## config.mk

```make
export PLATFORM = sky130hd
export DESIGN_NAME = uart_regctl
export DESIGN_NICKNAME = d
export VERILOG_FILES = /design/src/rtl/uart_regctl_pkg.sv /design/src/rtl/uart_byte_fifo.sv /design/src/rtl/uart_irq_prio.sv /design/src/rtl/uart_modem_regs.sv /design/src/rtl/uart_regctl.sv
export SDC_FILE = /design/constraint.sdc
export NUM_CORES = 1
export LEC_CHECK = 0
export BUFFER_PORTS_ARGS = -buffer_cell sky130_fd_sc_hd__buf_4
export CORE_MARGIN = 1
export CORE_UTILIZATION = 55
export CTS_CLUSTER_SIZE = 40
export DETAILED_ROUTE_END_ITERATION = 6
export GPL_TIMING_DRIVEN = 0
export PLACE_DENSITY = 0.72
export SLEW_MARGIN = 25
export SYNTH_ARGS = -nofsm -noshare
export SYNTH_HDL_FRONTEND = slang
export SYNTH_HIERARCHICAL = 1
export SYNTH_SLANG_ARGS = --single-unit
```

## constraint.sdc

```tcl
create_clock -name clk -period 4 [get_ports clk]
set_input_delay 0.2 -clock clk [delete_from_list [all_inputs] [get_ports clk]]
set_output_delay 0.2 -clock clk [all_outputs]
set_load 0.02 [all_outputs]
```

## src/rtl/uart_regctl_pkg.sv

```systemverilog
`timescale 1ns/1ps
package uart_regctl_pkg;

  typedef enum logic [2:0] {
    A_DATA  = 3'd0,
    A_IEN   = 3'd1,
    A_IDENT = 3'd2,
    A_LSTAT = 3'd3,
    A_MCTL  = 3'd4,
    A_MSTAT = 3'd5
  } reg_addr_e;

  localparam logic [3:0] ID_LINE    = 4'b0110;
  localparam logic [3:0] ID_RXRDY   = 4'b0100;
  localparam logic [3:0] ID_TXEMPTY = 4'b0010;
  localparam logic [3:0] ID_MODEM   = 4'b0000;
  localparam logic [3:0] ID_NONE    = 4'b0001;

  typedef struct packed {
    logic       brk;
    logic       ferr;
    logic       perr;
    logic [7:0] data;
  } rx_entry_t;

  // cause index 0 ranks highest
  function automatic logic [3:0] cause_code(input int idx);
    case (idx)
      0:       return ID_LINE;
      1:       return ID_RXRDY;
      2:       return ID_TXEMPTY;
      default: return ID_MODEM;
    endcase
  endfunction

endpackage

```

## src/rtl/uart_byte_fifo.sv

```systemverilog
`timescale 1ns/1ps
module uart_byte_fifo #(
  parameter int unsigned WIDTH = 8,
  parameter int unsigned DEPTH = 16,
  localparam int unsigned PTR_W = (DEPTH > 1) ? $clog2(DEPTH) : 1,
  localparam int unsigned CNT_W = $clog2(DEPTH + 1)
) (
  input  logic             clk,
  input  logic             rst,
  input  logic             flush,
  input  logic             single,
  input  logic             push,
  input  logic [WIDTH-1:0] push_data,
  input  logic             pop,
  output logic [WIDTH-1:0] head,
  output logic             empty,
  output logic             full
);

  logic [WIDTH-1:0] mem [DEPTH];
  logic [PTR_W-1:0] wptr, rptr;
  logic [CNT_W-1:0] count;
  logic             do_push, do_pop;

  assign empty   = (count == '0);
  assign full    = single ? !empty : (count == CNT_W'(DEPTH));
  assign do_push = push && !full;
  assign do_pop  = pop && !empty;

  function automatic logic [PTR_W-1:0] bump(input logic [PTR_W-1:0] p);
    return (p == PTR_W'(DEPTH - 1)) ? '0 : p + 1'b1;
  endfunction

  // storage without reset so it maps onto RAM
  always_ff @(posedge clk) begin
    if (do_push) mem[wptr] <= push_data;
  end

  assign head = mem[rptr];

  always_ff @(posedge clk) begin
    if (rst || flush) begin
      wptr  <= '0;
      rptr  <= '0;
      count <= '0;
    end else begin
      if (do_push) wptr <= bump(wptr);
      if (do_pop)  rptr <= bump(rptr);
      case ({do_push, do_pop})
        2'b10:   count <= count + 1'b1;
        2'b01:   count <= count - 1'b1;
        default: ;
      endcase
    end
  end

  AST_FULL_DROP: assert property (@(posedge clk) disable iff (rst)
    (push && full && !pop && !flush) |=> $stable(count));

  AST_NO_OVERFLOW: assert property (@(posedge clk) disable iff (rst)
    count <= CNT_W'(DEPTH));

endmodule

```

## src/rtl/uart_irq_prio.sv

```systemverilog
`timescale 1ns/1ps
module uart_irq_prio
  import uart_regctl_pkg::*;
#(
  parameter int unsigned NCAUSE = 4
) (
  input  logic              clk,
  input  logic              rst,
  input  logic [NCAUSE-1:0] req,
  output logic [NCAUSE-1:0] grant,
  output logic [3:0]        code
);

  always_comb begin
    grant = '0;
    code  = ID_NONE;
    for (int i = int'(NCAUSE) - 1; i >= 0; i--) begin
      if (req[i]) begin
        grant    = '0;
        grant[i] = 1'b1;
        code     = cause_code(i);
      end
    end
  end

  AST_ONE_CAUSE: assert property (@(posedge clk) disable iff (rst)
    $onehot0(grant));

  AST_IDLE_CODE: assert property (@(posedge clk) disable iff (rst)
    (req == '0) |-> (code == ID_NONE));

endmodule

```

## src/rtl/uart_modem_regs.sv

```systemverilog
`timescale 1ns/1ps
module uart_modem_regs #(
  parameter int unsigned NIN  = 4,
  parameter int unsigned NOUT = 8
) (
  input  logic            clk,
  input  logic            rst,
  input  logic [NIN-1:0]  modem_in,
  input  logic            ctl_we,
  input  logic [NOUT-1:0] ctl_wdata,
  input  logic            stat_rd,
  output logic [NIN-1:0]  levels,
  output logic [NIN-1:0]  deltas,
  output logic [NOUT-1:0] ctl
);

  logic [NIN-1:0] prev;

  always_ff @(posedge clk) begin
    if (rst) begin
      prev   <= modem_in;
      deltas <= '0;
      ctl    <= '0;
    end else begin
      prev   <= modem_in;
      // a fresh change wins over a clearing read in the same cycle
      deltas <= (stat_rd ? '0 : deltas) | (modem_in ^ prev);
      if (ctl_we) ctl <= ctl_wdata;
    end
  end

  assign levels = modem_in;

  AST_DELTA_LATCH: assert property (@(posedge clk) disable iff (rst)
    !$stable(modem_in) |=> (deltas != '0));

  AST_DELTA_CLEAR: assert property (@(posedge clk) disable iff (rst)
    (stat_rd && $stable(modem_in)) |=> (deltas == '0));

endmodule

```

## src/rtl/uart_regctl.sv

```systemverilog
`timescale 1ns/1ps
module uart_regctl
  import uart_regctl_pkg::*;
#(
  parameter int unsigned FIFO_DEPTH  = 16,
  parameter int unsigned MODEM_IN_W  = 4,
  parameter int unsigned MODEM_OUT_W = 8
) (
  input  logic                   clk,
  input  logic                   rst,
  input  logic                   wr_en,
  input  logic                   rd_en,
  input  logic [2:0]             addr,
  input  logic [7:0]             wdata,
  output logic [7:0]             rdata,
  output logic [7:0]             tx_data,
  output logic                   tx_valid,
  input  logic                   tx_ready,
  input  logic                   rx_valid,
  input  logic [7:0]             rx_data,
  input  logic                   rx_perr,
  input  logic                   rx_ferr,
  input  logic                   rx_brk,
  input  logic [MODEM_IN_W-1:0]  modem_in,
  output logic [MODEM_OUT_W-1:0] modem_out,
  output logic                   irq
);

  localparam int unsigned RXW    = $bits(rx_entry_t);
  localparam int unsigned NCAUSE = 4;

  // register bus decode
  logic wr_data, wr_ien, wr_fctl, wr_mctl;
  logic rd_data, rd_ident, rd_lstat, rd_mstat;
  assign wr_data  = wr_en && (addr == A_DATA);
  assign wr_ien   = wr_en && (addr == A_IEN);
  assign wr_fctl  = wr_en && (addr == A_IDENT);
  assign wr_mctl  = wr_en && (addr == A_MCTL);
  assign rd_data  = rd_en && (addr == A_DATA);
  assign rd_ident = rd_en && (addr == A_IDENT);
  assign rd_lstat = rd_en && (addr == A_LSTAT);
  assign rd_mstat = rd_en && (addr == A_MSTAT);

  logic [3:0] ier;
  logic       fifo_en, overrun, err_ack, thre_flag, tx_empty_q;
  logic       mode_chg, flush_rx, flush_tx;

  assign mode_chg = wr_fctl && (wdata[0] != fifo_en);
  assign flush_rx = wr_fctl && (wdata[1] || mode_chg);
  assign flush_tx = wr_fctl && (wdata[2] || mode_chg);

  // transmit holding path
  logic tx_empty, tx_full;
  uart_byte_fifo #(.WIDTH(8), .DEPTH(FIFO_DEPTH)) u_txq (
    .clk(clk), .rst(rst), .flush(flush_tx), .single(!fifo_en),
    .push(wr_data), .push_data(wdata), .pop(tx_ready),
    .head(tx_data), .empty(tx_empty), .full(tx_full)
  );
  assign tx_valid = !tx_empty;

  // receive path, error flags travel with each byte
  rx_entry_t rx_in, rx_head;
  logic      rx_empty, rx_full;
  assign rx_in = '{brk: rx_brk, ferr: rx_ferr, perr: rx_perr, data: rx_data};

  uart_byte_fifo #(.WIDTH(RXW), .DEPTH(FIFO_DEPTH)) u_rxq (
    .clk(clk), .rst(rst), .flush(flush_rx), .single(!fifo_en),
    .push(rx_valid), .push_data(rx_in), .pop(rd_data),
    .head(rx_head), .empty(rx_empty), .full(rx_full)
  );

  logic [2:0] head_err;
  assign head_err = (rx_empty || err_ack) ? 3'b000
                  : {rx_head.brk, rx_head.ferr, rx_head.perr};

  logic [7:0] lsr_val;
  assign lsr_val = {1'b0, !tx_full, tx_empty, head_err, overrun, !rx_empty};

  // modem registers
  logic [MODEM_IN_W-1:0]  m_lvl, m_dlt;
  logic [MODEM_OUT_W-1:0] m_ctl;
  uart_modem_regs #(.NIN(MODEM_IN_W), .NOUT(MODEM_OUT_W)) u_modem (
    .clk(clk), .rst(rst), .modem_in(modem_in),
    .ctl_we(wr_mctl), .ctl_wdata(wdata[MODEM_OUT_W-1:0]), .stat_rd(rd_mstat),
    .levels(m_lvl), .deltas(m_dlt), .ctl(m_ctl)
  );
  assign modem_out = m_ctl;

  // interrupt causes, index 0 ranks highest
  logic [NCAUSE-1:0] req, grant;
  logic [3:0]        code;
  assign req = { ier[3] && (m_dlt != '0),
                 ier[1] && thre_flag,
                 ier[0] && !rx_empty,
                 ier[2] && (overrun || (head_err != 3'b000)) };

  uart_irq_prio #(.NCAUSE(NCAUSE)) u_prio (
    .clk(clk), .rst(rst), .req(req), .grant(grant), .code(code)
  );

  logic tx_arm;
  assign tx_arm = (tx_empty && !tx_empty_q)
               || (wr_ien && wdata[1] && !ier[1] && tx_empty);

  always_ff @(posedge clk) begin
    if (rst) begin
      ier        <= '0;
      fifo_en    <= 1'b0;
      overrun    <= 1'b0;
      err_ack    <= 1'b0;
      thre_flag  <= 1'b0;
      tx_empty_q <= 1'b1;
      irq        <= 1'b0;
    end else begin
      if (wr_ien)  ier     <= wdata[3:0];
      if (wr_fctl) fifo_en <= wdata[0];
      overrun    <= (overrun && !rd_lstat) || (rx_valid && rx_full);
      if (flush_rx || rd_data)        err_ack <= 1'b0;
      else if (rd_lstat && !rx_empty) err_ack <= 1'b1;
      tx_empty_q <= tx_empty;
      if (wr_data)                    thre_flag <= 1'b0;
      else if (tx_arm)                thre_flag <= 1'b1;
      else if (rd_ident && grant[2])  thre_flag <= 1'b0;
      irq <= (req != '0);
    end
  end

  always_ff @(posedge clk) begin
    if (rst) begin
      rdata <= '0;
    end else if (rd_en) begin
      case (addr)
        A_DATA:  rdata <= rx_empty ? 8'h00 : rx_head.data;
        A_IEN:   rdata <= {4'b0000, ier};
        A_IDENT: rdata <= {fifo_en, fifo_en, 2'b00, code};
        A_LSTAT: rdata <= lsr_val;
        A_MCTL:  rdata <= 8'(m_ctl);
        A_MSTAT: rdata <= 8'({m_lvl, m_dlt});
        default: rdata <= 8'h00;
      endcase
    end
  end

  AST_TXWR_CLEARS: assert property (@(posedge clk) disable iff (rst)
    wr_data |=> !thre_flag);

  AST_ARM_ON_ENABLE: assert property (@(posedge clk) disable iff (rst)
    (wr_ien && wdata[1] && !ier[1] && tx_empty) |=> thre_flag);

  AST_RX_OVERRUN: assert property (@(posedge clk) disable iff (rst)
    (rx_valid && rx_full) |=> overrun);

  AST_QUIET_MASKED: assert property (@(posedge clk) disable iff (rst)
    (ier == 4'b0000) |=> !irq);

endmodule

```

* Word level (Yosys, flattened, before mapping)
Memory sizes are Yosys's and may differ from the RTL's. A register that Yosys moved wholly into a read port is not among the register bits. Index checks and enable logic that the tools add are counted. Widths: inputs -> output; s select.
Storage, ports and cells: flip-flop bits (word level) 60, latch bits 0, bits in writable memories 304, bits in read-only memories 0, input bits 32, output and inout port bits 26, logic and storage cells 128, memories 2
Memories:
- u_rxq.mem | words 16, bits a word 11, read ports 1, clocked after Yosys merged registers in 1, wr ports 1, RTL line uart_byte_fifo.sv:20 | logic [WIDTH-1:0] mem [DEPTH];
- u_txq.mem | words 16, bits a word 8, read ports 1, clocked after Yosys merged registers in 1, wr ports 1, RTL line uart_byte_fifo.sv:20
Operators by class: add/sub/neg operators 8, $mul 0, divide/modulo/power cells 0, order comparisons 0, eq/ne operators 16, shift operators 0, multiplexer cells 29, bitwise operators 2, reduce and logical (&&, ||, !) cells 54
Operators by type and width (count):
- $pmux 8 s6 | 1
- $mux 4 | 9
- $logic_and 1x1->1 | 27
- $pmux 5 s2 | 2
- $mux 3 | 6
- $add 4x1->4 const B | 4
- $eq 4x4->1 const B | 4
- $add 5x1->5 const B | 2
- $eq 5x5->1 const B | 2
- $logic_not 5->1 | 2
- $sub 5x1->5 const B | 2
- $logic_or 1x1->1 | 9
- $mux 1 | 9
- $mux 8 | 1
- $reduce_bool 4->1 | 2
- $logic_not 1->1 | 7
- $eq 3x2->1 const B | 2
- $eq 3x3->1 const B | 2
- $reduce_bool 2->1 | 3
- $eq 2x1->1 const B | 2
- $eq 2x2->1 const B | 2
- $or 4x4->4 | 1
- $reduce_or 2->1 | 2
- $xor 4x4->4 | 1
- other kinds (5) | 5

* Depth between registers and ports, before layout
Gate-level depths: netlist of the first run.
word-level depth 10, gate-level depth with buffers 14, gate-level depth less buffers 12

* Cells and area by module
Netlist of the first run, hierarchy kept.
Modules (own cells, without submodules):
- uart_byte_fifo (u_rxq) | instances 1, cells an instance 397, area each 7657.3 µm², sequential area each 5625.4 µm²
- uart_byte_fifo (u_txq) | instances 1, cells an instance 327, area each 5879.4 µm², sequential area each 4184.0 µm²
- uart_regctl | instances 1, cells an instance 142, area each 1191.1 µm², sequential area each 360.3 µm²
- uart_modem_regs | instances 1, cells an instance 50, area each 556.8 µm², sequential area each 320.3 µm²
- uart_irq_prio | instances 1, cells an instance 10, area each 66.3 µm², sequential area each 0.0 µm²

* Least setup slack after synthesis of the first run
OpenSTA, ideal clock, no wires.
path kind register -> register, start point reg with a tool-made name, end point reg rdata[1], setup time 127 ps, data arrival time 2918 ps, required time 3873 ps, setup slack 955 ps, cell stages (with the launch flop) 14, buffers on the path 2, period minus slack after synthesis 3045 ps, path through dfxtp_1 > buf_2 > buf_2 > mux4_2 > a22oi_1 > nand2_1 > o31a_1 > o21ai_0 > inv_1 > o21bai_1 > mux2_1 > a22oi_1 > o221a_1 > nor3_2
RTL lines:
- end signal, assigned | RTL line uart_regctl.sv:133 | A_DATA: rdata <= rx_empty ? 8'h00 : rx_head.data;
- end signal, assigned | RTL line uart_regctl.sv:134 | A_IEN: rdata <= {4'b0000, ier};
- end signal, assigned | RTL line uart_regctl.sv:135 | A_IDENT: rdata <= {fifo_en, fifo_en, 2'b00, code};
- end, declared | RTL line uart_regctl.sv:15 | output logic [7:0] rdata,

==> impl_results.html, run 1 <==
<table>
<tr><th>Metric</th><th>Value</th></tr>
<tr><th colspan="2">Final layout</th></tr>
<tr><td>Area grow syn2layout</td><td>14.0%</td></tr>
<tr><td>Fin cells</td><td>1428</td></tr>
<tr><td>FILL cells</td><td>1964</td></tr>
<tr><td>Post-route cell area</td><td>17500 um2</td></tr>
<tr><td>Most common library cell in the layout ignoring fill and taps</td><td>edfxtp_1</td></tr>
<tr><td>Total Nets Final</td><td>1078</td></tr>
<tr><td>Count of inserted antenna diode cells</td><td>0</td></tr>
<tr><td>Commonest non-fill, non-tap cells in the layout</td><td>edfxtp_1, mux4_2, dfxtp_1, buf_4, nand2_1</td></tr>
<tr><td>Fraction of layout cells with a size suffix above 1</td><td>24.0%</td></tr>
<tr><th colspan="2">Synthesis</th></tr>
<tr><td>Synthesized area</td><td>15300 um2</td></tr>
<tr><td>Cells after synthesis</td><td>just over 900</td></tr>
<tr><td>Number of synthesis warnings</td><td>6</td></tr>
<tr><td>Synthesized area divided by synthesized cell count</td><td>16.6 um2</td></tr>
<tr><td>Post-Syn Nets</td><td>roughly 1000</td></tr>
<tr><th colspan="2">Clocking</th></tr>
<tr><td>Number of CTS-inserted buffers</td><td>38</td></tr>
<tr><td>H-Tree Depth</td><td>2</td></tr>
<tr><td>Clk Latency, worst-skew pair</td><td>0.52 ns</td></tr>
<tr><td>Clock tree buffer depth</td><td>3</td></tr>
<tr><td>Clk Tree Root Cell</td><td>clkbuf_16</td></tr>
<tr><td>Setup repair bufs after CTS</td><td>0</td></tr>
<tr><td>Clock sink total</td><td>372</td></tr>
<tr><td>Clock tree from TritonCTS</td><td>done</td></tr>
<tr><td>Clock-pin slew reported for the worst setup and hold paths after clock tree synthesis</td><td>0.06 ns</td></tr>
<tr><th colspan="2">Power</th></tr>
<tr><td>Reported leakage power</td><td>0.00597 uW</td></tr>
<tr><td>Pwr Density</td><td>494 nW/um2</td></tr>
<tr><td>Clock group share of total power</td><td>~39%</td></tr>
<tr><td>Switching power of the nets</td><td>1990 uW</td></tr>
<tr><td>Cell-internal power</td><td>6640 uW</td></tr>
<tr><td>Worst IR Drop VDD</td><td>0.000531 V</td></tr>
<tr><td>Logic pwr share</td><td>10.8%</td></tr>
<tr><td>Switching part of the total</td><td>around 23%</td></tr>
<tr><td>Relative contribution of sequential cells to total power</td><td>50.5%</td></tr>
<tr><th colspan="2">Worst setup path</th></tr>
<tr><td>Maximum single-stage delay on the critical path</td><td>roughly 0.49 ns</td></tr>
<tr><td>Launching element type of the critical path</td><td>flip-flop</td></tr>
<tr><td>Data required time of the critical path</td><td>4.39 ns</td></tr>
<tr><td>Largest driver fanout on the critical path</td><td>10</td></tr>
<tr><td>Reg-to-reg slack, setup</td><td>0.28 ns</td></tr>
<tr><td>Cell count of the worst reg-to-reg path</td><td>13</td></tr>
<tr><td>Arrival time worst endpoint</td><td>between 4 and 5 ns</td></tr>
<tr><td>Buf+Inv Stages, Crit Path</td><td>3</td></tr>
<tr><td>Crit path depth</td><td>13</td></tr>
<tr><td>Cell class contributing the biggest share of worst-path delay</td><td>compound AO/OA/AOI/OAI gates</td></tr>
<tr><td>Kind of critical path</td><td>flip-flop to flip-flop</td></tr>
<tr><td>Most used cell along the critical path</td><td>a22oi_1</td></tr>
<tr><td>Slowest cell on crit path</td><td>clkbuf_1</td></tr>
<tr><td>Type of destination of the critical path</td><td>flip-flop</td></tr>
<tr><td>Cells traversed along the worst timing path</td><td>clkbuf_1, clkbuf_2, mux4_2, a22oi_1, nand2_1, o31a_1, o21ai_0, inv_1, o21bai_1, mux2_1, a22oi_1, o221a_1, nor3_2</td></tr>
<tr><td>Endpoint of the worst register-to-register path</td><td>rdata[1]</td></tr>
<tr><th colspan="2">Routing</th></tr>
<tr><td>DRC</td><td>0</td></tr>
<tr><td>Post-detailed-route via-to-cell ratio</td><td>between 5 and 6</td></tr>
<tr><td>Average wire per cell in the routed design</td><td>about 23 um</td></tr>
<tr><td>Count of routing violations after the opening detailed-route iteration</td><td>593</td></tr>
<tr><td>Post-detailed-route count of antenna-violating nets</td><td>0</td></tr>
<tr><td>Vias</td><td>8464</td></tr>
<tr><td>Detailed-route wire length</td><td>between 30 and 40 mm</td></tr>
<tr><td>DR pass1 iterations</td><td>5</td></tr>
<tr><th colspan="2">Timing</th></tr>
<tr><td>Final critical delay including setup and external delays</td><td>approximately 3.7 ns</td></tr>
<tr><td>Final max-slew violation count</td><td>0</td></tr>
<tr><td>RSZ-0062 raised after global routing</td><td>no</td></tr>
<tr><td>Worst-case clock skew</td><td>0.0147 ns</td></tr>
<tr><td>Worst max-slew margin expressed relative to the limit</td><td>46.2%</td></tr>
<tr><td>Setup TNS</td><td>0 ns</td></tr>
<tr><td>Tightest Pin Transition</td><td>around 0.81 ns</td></tr>
<tr><td>Number of failing setup endpoints in the final timing report</td><td>0</td></tr>
<tr><td>Share of the clock period used by the worst path</td><td>92.9%</td></tr>
<tr><td>Max Fclk</td><td>roughly 270 MHz</td></tr>
<tr><td>Count of final hold-check violations</td><td>0</td></tr>
<tr><th colspan="2">Floorplan</th></tr>
<tr><td>Number of placement rows</td><td>60</td></tr>
<tr><td>Top-level I/O count</td><td>58</td></tr>
<tr><td>Total Die Area</td><td>about 29000 um2</td></tr>
<tr><td>Die outline width</td><td>about 170 um</td></tr>
<tr><td>Initial core utilization</td><td>between 50% and 60%</td></tr>
<tr><td>Area of the placeable core</td><td>27200 um2</td></tr>
<tr><td>Height of the die</td><td>169 um</td></tr>
<tr><th colspan="2">Flow run</th></tr>
<tr><td>Max-cap violations</td><td>0</td></tr>
<tr><th colspan="2">Place</th></tr>
<tr><td>Cell count after placement</td><td>1354</td></tr>
<tr><td>Post-DP HPWL</td><td>20.9 mm</td></tr>
<tr><td>Placed inst area</td><td>16200 um2</td></tr>
<tr><td>Weighted congestion at the end of routability-driven global placement</td><td>0.909</td></tr>
<tr><td>Count of buffers inserted at the top-level ports</td><td>57</td></tr>
<tr><th colspan="2">Hold path</th></tr>
<tr><td>Worst Hold Path EP</td><td>u_rxq/mem[10][9]</td></tr>
<tr><td>Worst min path class</td><td>input port to flip-flop</td></tr>
<tr><td>HP Start</td><td>rx_ferr</td></tr>
<tr><td>Number of cells on the worst hold path</td><td>1</td></tr>
<tr><th colspan="2">GRT</th></tr>
<tr><td>Global-route usage over all layers</td><td>23.1%</td></tr>
<tr><td>Pin count of the biggest net entering global routing</td><td>21</td></tr>
<tr><td>Wire length of the first global-routing pass</td><td>roughly 50 mm</td></tr>
<tr><td>Number of global-route vias before repair</td><td>8404</td></tr>
<tr><td>Global route total overflow</td><td>0</td></tr>
<tr><td>Antenna violations before repair</td><td>0</td></tr>
<tr><th colspan="2">Status</th></tr>
<tr><td>Status</td><td>finished, final reports clean</td></tr>
</table>
power groups by stage:
stage / logic, uW / registers, uW / clock network (uW)
after floorplan: 609 / 4430 / 0
after global placement: 909 / 4430 / 0
after detailed placement: 925 / 4440 / 0
after CTS: 932 / 4350 / 3400
after global routing: 1000 / 4360 / 3530
final: 932 / 4360 / 3340
state kept, by name, indices dropped and copies added, names as in the netlist, 4 cells and up, named ones only:
register / cells
u_txq/rptr: 4
u_txq/wptr: 4
u_rxq/rptr: 4
u_txq/count: 5
u_rxq/count: 5
u_rxq/wptr: 4
u_modem/prev: 4
u_modem/ctl: 8
u_rxq/mem: 176
u_modem/deltas: 4
rdata: 8
ier: 4
u_txq/mem: 128
cell type report:
cell class / count / area [um2] / area share, %
Multi-Input combinational cell: 477 / 4470 / 25.6
Clock buffer: 59 / 1100 / 6.30
Timing Repair Buffer: 65 / 498 / 2.85
Sequential cell: 372 / 10500 / 60.0
Inverter: 20 / 80.1 / 0.458
Buffer: 54 / 298 / 1.70
Clock inverter: 9 / 71.3 / 0.408
Tap cell: 372 / 465 / 2.66
per-layer routing:
layer | up-vias | global-route usage [%] | part of all wire (%)
li1 | 3850 | - | -
met3 | 56 | 3.06 | 4.5
met5 | - | 0 | 0
met1 | 4328 | 31.4 | 43
met2 | 230 | 38.3 | 50
met4 | 0 | 8.77 | 3.0
per-stage QoR:
stage | hold WS (ns) | power (uW) | setup WS [ns] | util (%)
global placement | 0.329 | 5340 | 0.158 | 59.7
detailed placement | 0.331 | 5360 | 0.0809 | 59.8
finish | 0.000664 | 8630 | 0.285 | 64.3
global route | 0.0158 | 8900 | 0.0753 | 64.3
floorplan | 0.228 | 5040 | 0.991 | -
CTS | 0.00195 | 8690 | 0.0699 | 64.3
how the worst max path moves through the flow:
stage,end,slack [ns],startpoint
4_1_cts,rdata[1],0.07,flip-flop
5_1_grt,rdata[1],0.08,flip-flop
3_5_place_dp,rdata[1],0.08,flip-flop
2_1_floorplan,rdata[1],0.99,flip-flop
3_3_place_gp,rdata[1],0.16,flip-flop
6_report,rdata[1],0.28,flip-flop
repair_timing:
item / CTS / global route
hold buffers: 6 / 0
hold endpoints to repair: 8 / 0
gates resized for setup: 0 / 6
setup endpoints to repair: 0 / 2
No activity file was read; power rests on OpenSTA's default activity.
==> inputs of run 2 (changes only) <==
==> constraint.sdc (replaced) <==
create_clock -name clk -period 3.5 [get_ports clk]
set_input_delay 0.175 -clock clk [delete_from_list [all_inputs] [get_ports clk]]
set_output_delay 0.175 -clock clk [all_outputs]
set_load 0.02 [all_outputs]
==> run 2 against run 1 <==
Power is 15% higher. Sequential share of layout area fell by 0.34 points. Global-route usage up 0.11 points. Final area is 0.58% higher. Combinational power rose by 16%. Register-to-register slack worse by 0.096 ns. Non-clock buffer count grew 6. Sequential power is 14% higher. Core utilization up 0.37 points. Count of clock-buffer cells in the layout unchanged. Critical endpoint unchanged. Clock skew grew 0.0017 ns. Critical path type unchanged. Largest power group unchanged.
==> impl_results.html, run 2 (synthesis gave the netlist of run 1 again) <==
<table>
<tr><th>Metric</th><th>Value</th></tr>
<tr><th colspan="2">Power</th></tr>
<tr><td>Reported leakage power</td><td>0.00600 uW (+0.50%)</td></tr>
<tr><td>Pwr Density</td><td>562 nW/um2 (+14%)</td></tr>
<tr><td>Worst IR Drop VDD</td><td>0.000591 V (+11%)</td></tr>
<tr><td>Power after layout</td><td>9880 uW (+15%)</td></tr>
<tr><th colspan="2">Clocking</th></tr>
<tr><td>H-Tree Depth</td><td>2 (unchanged)</td></tr>
<tr><td>Clock-pin slew reported for the worst setup and hold paths after clock tree synthesis</td><td>0.06 ns (about the same)</td></tr>
<tr><td>Number of CTS-inserted buffers</td><td>38 (unchanged)</td></tr>
<tr><td>Clock tree buffer depth</td><td>3 (unchanged)</td></tr>
<tr><td>Clock tree from TritonCTS</td><td>done</td></tr>
<tr><td>Clk Latency, worst-skew pair</td><td>0.52 ns (about the same)</td></tr>
<tr><td>Clock sink total</td><td>372 (unchanged)</td></tr>
<tr><td>Clk Tree Root Cell</td><td>clkbuf_16</td></tr>
<tr><td>Setup repair bufs after CTS</td><td>0 (unchanged)</td></tr>
<tr><th colspan="2">GRT</th></tr>
<tr><td>Wire length of the first global-routing pass</td><td>48.7 mm (+0.38%)</td></tr>
<tr><td>Global-route usage over all layers</td><td>23.2% (+0.11 points)</td></tr>
<tr><td>Global route total overflow</td><td>0 (unchanged)</td></tr>
<tr><td>Pin count of the biggest net entering global routing</td><td>21 (unchanged)</td></tr>
<tr><td>Layer with the highest usage after global routing</td><td>met2</td></tr>
<tr><td>Met3 Track Usage GR</td><td>2.99% (-0.070 points)</td></tr>
<tr><td>Number of global-route vias before repair</td><td>8454 (+0.59%)</td></tr>
<tr><td>Fraction of met2 tracks used by global routing</td><td>39.0% (+0.68 points)</td></tr>
<tr><td>Antenna violations before repair</td><td>0 (unchanged)</td></tr>
<tr><td>GR Util met1</td><td>31.3% (-0.14 points)</td></tr>
<tr><th colspan="2">Final layout</th></tr>
<tr><td>Biggest registers after layout</td><td>u_rxq/mem: 176 flops, u_txq/mem: 128 flops</td></tr>
<tr><td>Count of inserted antenna diode cells</td><td>0 (unchanged)</td></tr>
<tr><td>Most common library cell in the layout ignoring fill and taps</td><td>edfxtp_1</td></tr>
<tr><td>Most flops, register</td><td>u_rxq/mem</td></tr>
<tr><td>FILL cells</td><td>1949 (-0.76%)</td></tr>
<tr><td>Commonest non-fill, non-tap cells in the layout</td><td>edfxtp_1, mux4_2, dfxtp_1, buf_4, nand2_1</td></tr>
<tr><td>Total Nets Final</td><td>1084 (+0.56%)</td></tr>
<tr><td>Area grow syn2layout</td><td>14.7%</td></tr>
<tr><td>Fraction of layout cells with a size suffix above 1</td><td>24.1% (+0.15 points)</td></tr>
<tr><td>Largest register FFs</td><td>176 (unchanged)</td></tr>
<tr><th colspan="2">Routing</th></tr>
<tr><td>Count of routing violations after the opening detailed-route iteration</td><td>676 (+14%)</td></tr>
<tr><td>DRC</td><td>0 (unchanged)</td></tr>
<tr><td>Post-detailed-route count of antenna-violating nets</td><td>0 (unchanged)</td></tr>
<tr><td>Post-detailed-route via-to-cell ratio</td><td>5.94 (+0.15%)</td></tr>
<tr><td>Detailed-route wire length</td><td>32.4 mm (+0.59%)</td></tr>
<tr><td>DR pass1 iterations</td><td>5 (unchanged)</td></tr>
<tr><td>Vias</td><td>8512 (+0.57%)</td></tr>
<tr><td>Average wire per cell in the routed design</td><td>22.6 um (+0.17%)</td></tr>
<tr><th colspan="2">Floorplan</th></tr>
<tr><td>Height of the die</td><td>169 um (unchanged)</td></tr>
<tr><td>Die outline width</td><td>169 um (unchanged)</td></tr>
<tr><td>Number of placement rows</td><td>60 (unchanged)</td></tr>
<tr><td>Total Die Area</td><td>28500 um2 (unchanged)</td></tr>
<tr><td>Top-level I/O count</td><td>58 (unchanged)</td></tr>
<tr><td>Area of the placeable core</td><td>27200 um2 (unchanged)</td></tr>
<tr><td>Initial core utilization</td><td>56.4% (unchanged)</td></tr>
<tr><th colspan="2">Timing</th></tr>
<tr><td>Share of the clock period used by the worst path</td><td>94.6% (+1.7 points)</td></tr>
<tr><td>Count of final hold-check violations</td><td>0 (unchanged)</td></tr>
<tr><td>Number of failing setup endpoints in the final timing report</td><td>0 (unchanged)</td></tr>
<tr><td>Worst-case clock skew</td><td>0.0164 ns (+0.00167 ns)</td></tr>
<tr><td>Worst max-slew margin expressed relative to the limit</td><td>44.9% (-1.3 points)</td></tr>
<tr><td>Final max-slew violation count</td><td>0 (unchanged)</td></tr>
<tr><td>Max Fclk</td><td>302 MHz (+12%)</td></tr>
<tr><td>Tightest Pin Transition</td><td>0.820 ns (+0.0131 ns)</td></tr>
<tr><td>Final critical delay including setup and external delays</td><td>3.31 ns (-0.404 ns)</td></tr>
<tr><td>Final worst hold slack</td><td>0.0110 ns (+0.0103 ns)</td></tr>
<tr><td>RSZ-0062 raised after global routing</td><td>no</td></tr>
<tr><th colspan="2">Worst setup path</th></tr>
<tr><td>Kind of critical path</td><td>flip-flop to flip-flop</td></tr>
<tr><td>Launching element type of the critical path</td><td>flip-flop</td></tr>
<tr><td>Largest driver fanout on the critical path</td><td>10 (unchanged)</td></tr>
<tr><td>Type of destination of the critical path</td><td>flip-flop</td></tr>
<tr><td>Data required time of the critical path</td><td>3.89 ns (-0.50 ns)</td></tr>
<tr><td>Arrival time worst endpoint</td><td>3.70 ns (-0.40 ns)</td></tr>
<tr><th colspan="2">Place</th></tr>
<tr><td>Post-DP HPWL</td><td>20.9 mm (unchanged)</td></tr>
<tr><td>Weighted congestion at the end of routability-driven global placement</td><td>0.909 (unchanged)</td></tr>
<tr><td>Count of buffers inserted at the top-level ports</td><td>57 (unchanged)</td></tr>
<tr><th colspan="2">Hold path</th></tr>
<tr><td>Worst min path class</td><td>input port to flip-flop</td></tr>
<tr><th colspan="2">Status</th></tr>
<tr><td>Status</td><td>finished, final reports clean</td></tr>
<tr><th colspan="2">Flow run</th></tr>
<tr><td>Max-cap violations</td><td>0 (unchanged)</td></tr>
</table>
-- run 2: metal layers --
metal | vias up | share of wire (%)
met5 | - | 0
met4 | 0 | 2.9
met3 | 54 | 4.6
met2 | 243 | 50
met1 | 4350 | 43
li1 | 3865 | -
-- run 2: cell type report --
cell class / count / area (um2) / share of cell area (%)
Clock buffer: 59 / 1100 / 6.26
Clock inverter: 9 / 71.3 / 0.406
Sequential cell: 372 / 10500 / 59.7
Tap cell: 372 / 465 / 2.65
Multi-Input combinational cell: 477 / 4480 / 25.5
Timing Repair Buffer: 72 / 568 / 3.23
Inverter: 20 / 80.1 / 0.456
Buffer: 53 / 318 / 1.81
-- run 2: repair_timing --
| action | CTS | global route |
|---|---|---|
| gates resized for setup | 11 | 4 |
| cloned | 0 | 0 |
| hold buffers | 13 | 0 |
| hold endpoints to repair | 99 | 0 |
| endpoints found under the setup margin | 4 | 2 |
-- run 2: power breakdown --
group          internal (uW)  total, uW  switching [uW]
combinational            446       1080             633
clock                   2240       3820            1580
sequential              4910       4980            68.8
total                   7590       9880            2290
-- run 2: stage by stage --
| stage | setup TNS, ns | setup WS [ns] | utilization [%] | std cells | area [um2] |
|---|---|---|---|---|---|
| final | 0 | 0.188 | 64.7 | 1434 | 17600 |
| after floorplan | 0 | 0.491 | - | 923 | 15300 |
| after global placement | -0.866 | -0.342 | 59.7 | 1352 | 16200 |
| after global routing | 0 | 0.0347 | 64.7 | 1434 | 17600 |
| after CTS | 0 | 0.0876 | 64.6 | 1434 | 17600 |
| after detailed placement | -1.19 | -0.419 | 59.8 | 1354 | 16200 |
-- run 2: path summary, 6_finish.rpt --
kind / startpoint / end / slack [ns] / cells past startpoint
hold reg to reg: err_ack / err_ack / 0.48 / 1
setup / recovery: flip-flop / rdata[1] / 0.19 / 13
setup reg to reg: flip-flop / rdata[1] / 0.19 / 13
hold / removal: rx_brk / u_rxq/mem[3][10] / 0.01 / 1
-- run 2: worst max-delay path, stage by stage (launching register included) --
cell      delay, ns
dfxtp_1        0.30
buf_4          0.22
buf_6          0.23
mux4_2         0.54
a22oi_1        0.24
nand2_1        0.18
o31a_1         0.31
o21ai_1        0.18
inv_1          0.07
o21bai_1       0.15
mux2_1         0.28
a22oi_1        0.16
o221a_1        0.25
nor3_2         0.05
==> inputs of run 3 (changes only) <==
==> constraint.sdc (replaced) <==
create_clock -name clk -period 3.5 [get_ports clk]
set_input_delay 0.525 -clock clk [delete_from_list [all_inputs] [get_ports clk]]
set_output_delay 0.525 -clock clk [all_outputs]
set_load 0.02 [all_outputs]
==> run 3 against run 2 <==
Sequential share of layout area rose by 0.45 points. Count of clock-buffer cells in the layout unchanged. Critical path depth is the same. First-iteration DRC count is 7.1% lower. Register-to-register slack barely moved. Power about the same. Non-clock buffer count down 13. Worst setup slack got worse by 0.015 ns. Core utilization down 0.48 points. Cell count fell by 0.91%.
==> impl_results.html, run 3 (synthesis gave the netlist of run 1 again) <==
<table>
<tr><th>Metric</th><th>Value</th></tr>
<tr><th colspan="2">Routing</th></tr>
<tr><td>Post-detailed-route via-to-cell ratio</td><td>5.97 (+0.65%)</td></tr>
<tr><td>Count of routing violations after the opening detailed-route iteration</td><td>628 (-7.1%)</td></tr>
<tr><td>Vias</td><td>8490 (-0.26%)</td></tr>
<tr><td>Post-detailed-route count of antenna-violating nets</td><td>0 (unchanged)</td></tr>
<tr><td>Detailed-route wire length</td><td>32.2 mm (-0.61%)</td></tr>
<tr><td>DR pass1 iterations</td><td>5 (unchanged)</td></tr>
<tr><td>Average wire per cell in the routed design</td><td>22.6 um (+0.30%)</td></tr>
<tr><td>DRC</td><td>0 (unchanged)</td></tr>
<tr><th colspan="2">Clocking</th></tr>
<tr><td>Number of CTS-inserted buffers</td><td>38 (unchanged)</td></tr>
<tr><td>Clock tree from TritonCTS</td><td>done</td></tr>
<tr><td>H-Tree Depth</td><td>2 (unchanged)</td></tr>
<tr><td>Clock-pin slew reported for the worst setup and hold paths after clock tree synthesis</td><td>0.06 ns (about the same)</td></tr>
<tr><td>Clk Tree Root Cell</td><td>clkbuf_16</td></tr>
<tr><td>Clock sink total</td><td>372 (unchanged)</td></tr>
<tr><td>Clk Latency, worst-skew pair</td><td>0.52 ns (about the same)</td></tr>
<tr><td>Clock tree buffer depth</td><td>3 (unchanged)</td></tr>
<tr><td>Setup repair bufs after CTS</td><td>0 (unchanged)</td></tr>
<tr><th colspan="2">Timing</th></tr>
<tr><td>Worst-case clock skew</td><td>0.0157 ns (-0.000646 ns)</td></tr>
<tr><td>Count of final hold-check violations</td><td>0 (unchanged)</td></tr>
<tr><td>Final max-slew violation count</td><td>0 (unchanged)</td></tr>
<tr><td>RSZ-0062 raised after global routing</td><td>no</td></tr>
<tr><td>Final critical delay including setup and external delays</td><td>3.33 ns (+0.0148 ns)</td></tr>
<tr><td>Minimum setup slack in the final design</td><td>0.174 ns (-0.0148 ns)</td></tr>
<tr><td>Max Fclk</td><td>301 MHz (-0.44%)</td></tr>
<tr><td>Share of the clock period used by the worst path</td><td>95.0% (+0.42 points)</td></tr>
<tr><td>Tightest Pin Transition</td><td>0.796 ns (-0.0233 ns)</td></tr>
<tr><td>Worst max-slew margin expressed relative to the limit</td><td>46.9% (+2.0 points)</td></tr>
<tr><td>Number of failing setup endpoints in the final timing report</td><td>0 (unchanged)</td></tr>
<tr><th colspan="2">Power</th></tr>
<tr><td>Cell-internal power</td><td>7580 uW (-0.12%)</td></tr>
<tr><td>Power after layout</td><td>9870 uW (about the same)</td></tr>
<tr><td>Reported leakage power</td><td>0.00594 uW (-0.91%)</td></tr>
<tr><td>Worst IR Drop VDD</td><td>0.000607 V (+2.6%)</td></tr>
<tr><td>Logic pwr share</td><td>10.8% (about the same)</td></tr>
<tr><td>Switching power of the nets</td><td>2290 uW (about the same)</td></tr>
<tr><td>Clock group share of total power</td><td>38.8% (about the same)</td></tr>
<tr><td>Pwr Density</td><td>566 nW/um2 (+0.65%)</td></tr>
<tr><td>Relative contribution of sequential cells to total power</td><td>50.4% (about the same)</td></tr>
<tr><td>Switching part of the total</td><td>23.2% (about the same)</td></tr>
<tr><th colspan="2">Final layout</th></tr>
<tr><td>Biggest registers after layout</td><td>u_rxq/mem: 176 flops, u_txq/mem: 128 flops</td></tr>
<tr><td>Fraction of layout cells with a size suffix above 1</td><td>24.4% (+0.30 points)</td></tr>
<tr><td>Area grow syn2layout</td><td>13.9%</td></tr>
<tr><td>Commonest non-fill, non-tap cells in the layout</td><td>edfxtp_1, mux4_2, dfxtp_1, buf_4, nand2_1</td></tr>
<tr><td>Largest register FFs</td><td>176 (unchanged)</td></tr>
<tr><td>Most common library cell in the layout ignoring fill and taps</td><td>edfxtp_1</td></tr>
<tr><td>Fin util</td><td>64.2% (-0.48 points)</td></tr>
<tr><td>Count of inserted antenna diode cells</td><td>0 (unchanged)</td></tr>
<tr><td>Total Nets Final</td><td>1071 (-1.2%)</td></tr>
<tr><td>Most flops, register</td><td>u_rxq/mem</td></tr>
<tr><th colspan="2">Place</th></tr>
<tr><td>Setup slack after placement</td><td>-0.419 ns (unchanged)</td></tr>
<tr><td>Count of buffers inserted at the top-level ports</td><td>57 (unchanged)</td></tr>
<tr><td>Weighted congestion at the end of routability-driven global placement</td><td>0.909 (unchanged)</td></tr>
<tr><td>Post-DP HPWL</td><td>20.9 mm (unchanged)</td></tr>
<tr><th colspan="2">Hold path</th></tr>
<tr><td>Worst min path class</td><td>input port to flip-flop</td></tr>
<tr><td>HP Start</td><td>modem_in[3]</td></tr>
<tr><td>Number of cells on the worst hold path</td><td>1 (unchanged)</td></tr>
<tr><td>Worst Hold Path EP</td><td>u_modem/prev[3]</td></tr>
<tr><th colspan="2">Worst setup path</th></tr>
<tr><td>Arrival time worst endpoint</td><td>3.72 ns (+0.02 ns)</td></tr>
<tr><td>Launching element type of the critical path</td><td>flip-flop</td></tr>
<tr><td>Largest driver fanout on the critical path</td><td>10 (unchanged)</td></tr>
<tr><td>Data required time of the critical path</td><td>3.89 ns (about the same)</td></tr>
<tr><td>Type of destination of the critical path</td><td>flip-flop</td></tr>
<tr><td>Cell count of the worst reg-to-reg path</td><td>13 (unchanged)</td></tr>
<tr><td>Reg-to-reg slack, setup</td><td>0.17 ns (about the same)</td></tr>
<tr><td>Endpoint of the worst register-to-register path</td><td>rdata[1]</td></tr>
<tr><td>Kind of critical path</td><td>flip-flop to flip-flop</td></tr>
<tr><th colspan="2">GRT</th></tr>
<tr><td>Antenna violations before repair</td><td>0 (unchanged)</td></tr>
<tr><td>Global-route usage over all layers</td><td>23.1% (-0.13 points)</td></tr>
<tr><td>Wire length of the first global-routing pass</td><td>48.5 mm (-0.49%)</td></tr>
<tr><td>Number of global-route vias before repair</td><td>8375 (-0.93%)</td></tr>
<tr><td>Pin count of the biggest net entering global routing</td><td>21 (unchanged)</td></tr>
<tr><td>Global route total overflow</td><td>0 (unchanged)</td></tr>
<tr><th colspan="2">Floorplan</th></tr>
<tr><td>Area of the placeable core</td><td>27200 um2 (unchanged)</td></tr>
<tr><td>Initial core utilization</td><td>56.4% (unchanged)</td></tr>
<tr><td>Total Die Area</td><td>28500 um2 (unchanged)</td></tr>
<tr><td>Height of the die</td><td>169 um (unchanged)</td></tr>
<tr><td>Top-level I/O count</td><td>58 (unchanged)</td></tr>
<tr><td>Die outline width</td><td>169 um (unchanged)</td></tr>
<tr><td>Number of placement rows</td><td>60 (unchanged)</td></tr>
<tr><th colspan="2">Status</th></tr>
<tr><td>Status</td><td>finished, final reports clean</td></tr>
<tr><th colspan="2">Flow run</th></tr>
<tr><td>Max-cap violations</td><td>0 (unchanged)</td></tr>
</table>
## run 3: per-layer routing
layer | routed length [um] | share of wire, % | vias up | GRT usage (%)
met5 | 0 | 0 | - | 0
met4 | 977 | 3.0 | 0 | 8.89
met3 | 1450 | 4.5 | 56 | 3.04
met2 | 15900 | 50 | 266 | 38.4
met1 | 13800 | 43 | 4338 | 31.2
li1 | - | - | 3830 | -
## run 3: timing repair
action / in CTS / in global routing
hold buffers: 0 / 0
cloned: 0 / 0
endpoints found under the setup margin: 4 / 2
resized for setup: 11 / 4
## run 3: how the worst max path moves through the flow
| stage | end | slack [ns] |
|---|---|---|
| global route | rdata[1] | 0.03 |
| global placement | rdata[1] | -0.34 |
| CTS | rdata[1] | 0.09 |
| finish | rdata[1] | 0.17 |
| detailed placement | rdata[1] | -0.42 |
| floorplan | rdata[1] | 0.49 |
## run 3: layout make-up
type | count | area (um2)
clock inverter | 9 | 71.3
multi-input combinational | 477 | 4480
timing repair buffer | 59 | 438
inverter | 20 | 80.1
fill | 1967 | 9730
buffer | 53 | 318
tap | 372 | 465
clock buffer | 59 | 1100
sequential | 372 | 10500
## run 3: per-stage QoR
stage / hold WS, ns / instances / area [um2] / setup TNS, ns
floorplan: 0.441 / 923 / 15300 / 0
global placement: 0.452 / 1352 / 16200 / -1.37
detailed placement: 0.468 / 1354 / 16200 / -1.19
CTS: 0.112 / 1421 / 17400 / 0
global route: 0.118 / 1421 / 17400 / 0
finish: 0.128 / 1421 / 17400 / 0
## run 3: power groups by stage
stage / combinational [uW] / sequential, uW / clock (uW)
2_1_floorplan: 696 / 5060 / 0
3_3_place_gp: 1040 / 5070 / 0
3_5_place_dp: 1060 / 5070 / 0
4_1_cts: 1060 / 4980 / 3890
5_1_grt: 1150 / 4990 / 4040
6_report: 1070 / 4980 / 3830
## run 3: critical path, stage by stage, from the launching register on
cell and delay [ns]:
dfxtp_1 0.30, buf_4 0.22, buf_6 0.23, mux4_2 0.54, a22oi_1 0.24, nand2_1 0.18
o31a_1 0.31, o21ai_1 0.18, inv_1 0.07, o21bai_1 0.15, mux2_1 0.28, a22oi_1 0.17
o221a_1 0.25, nor3_2 0.05
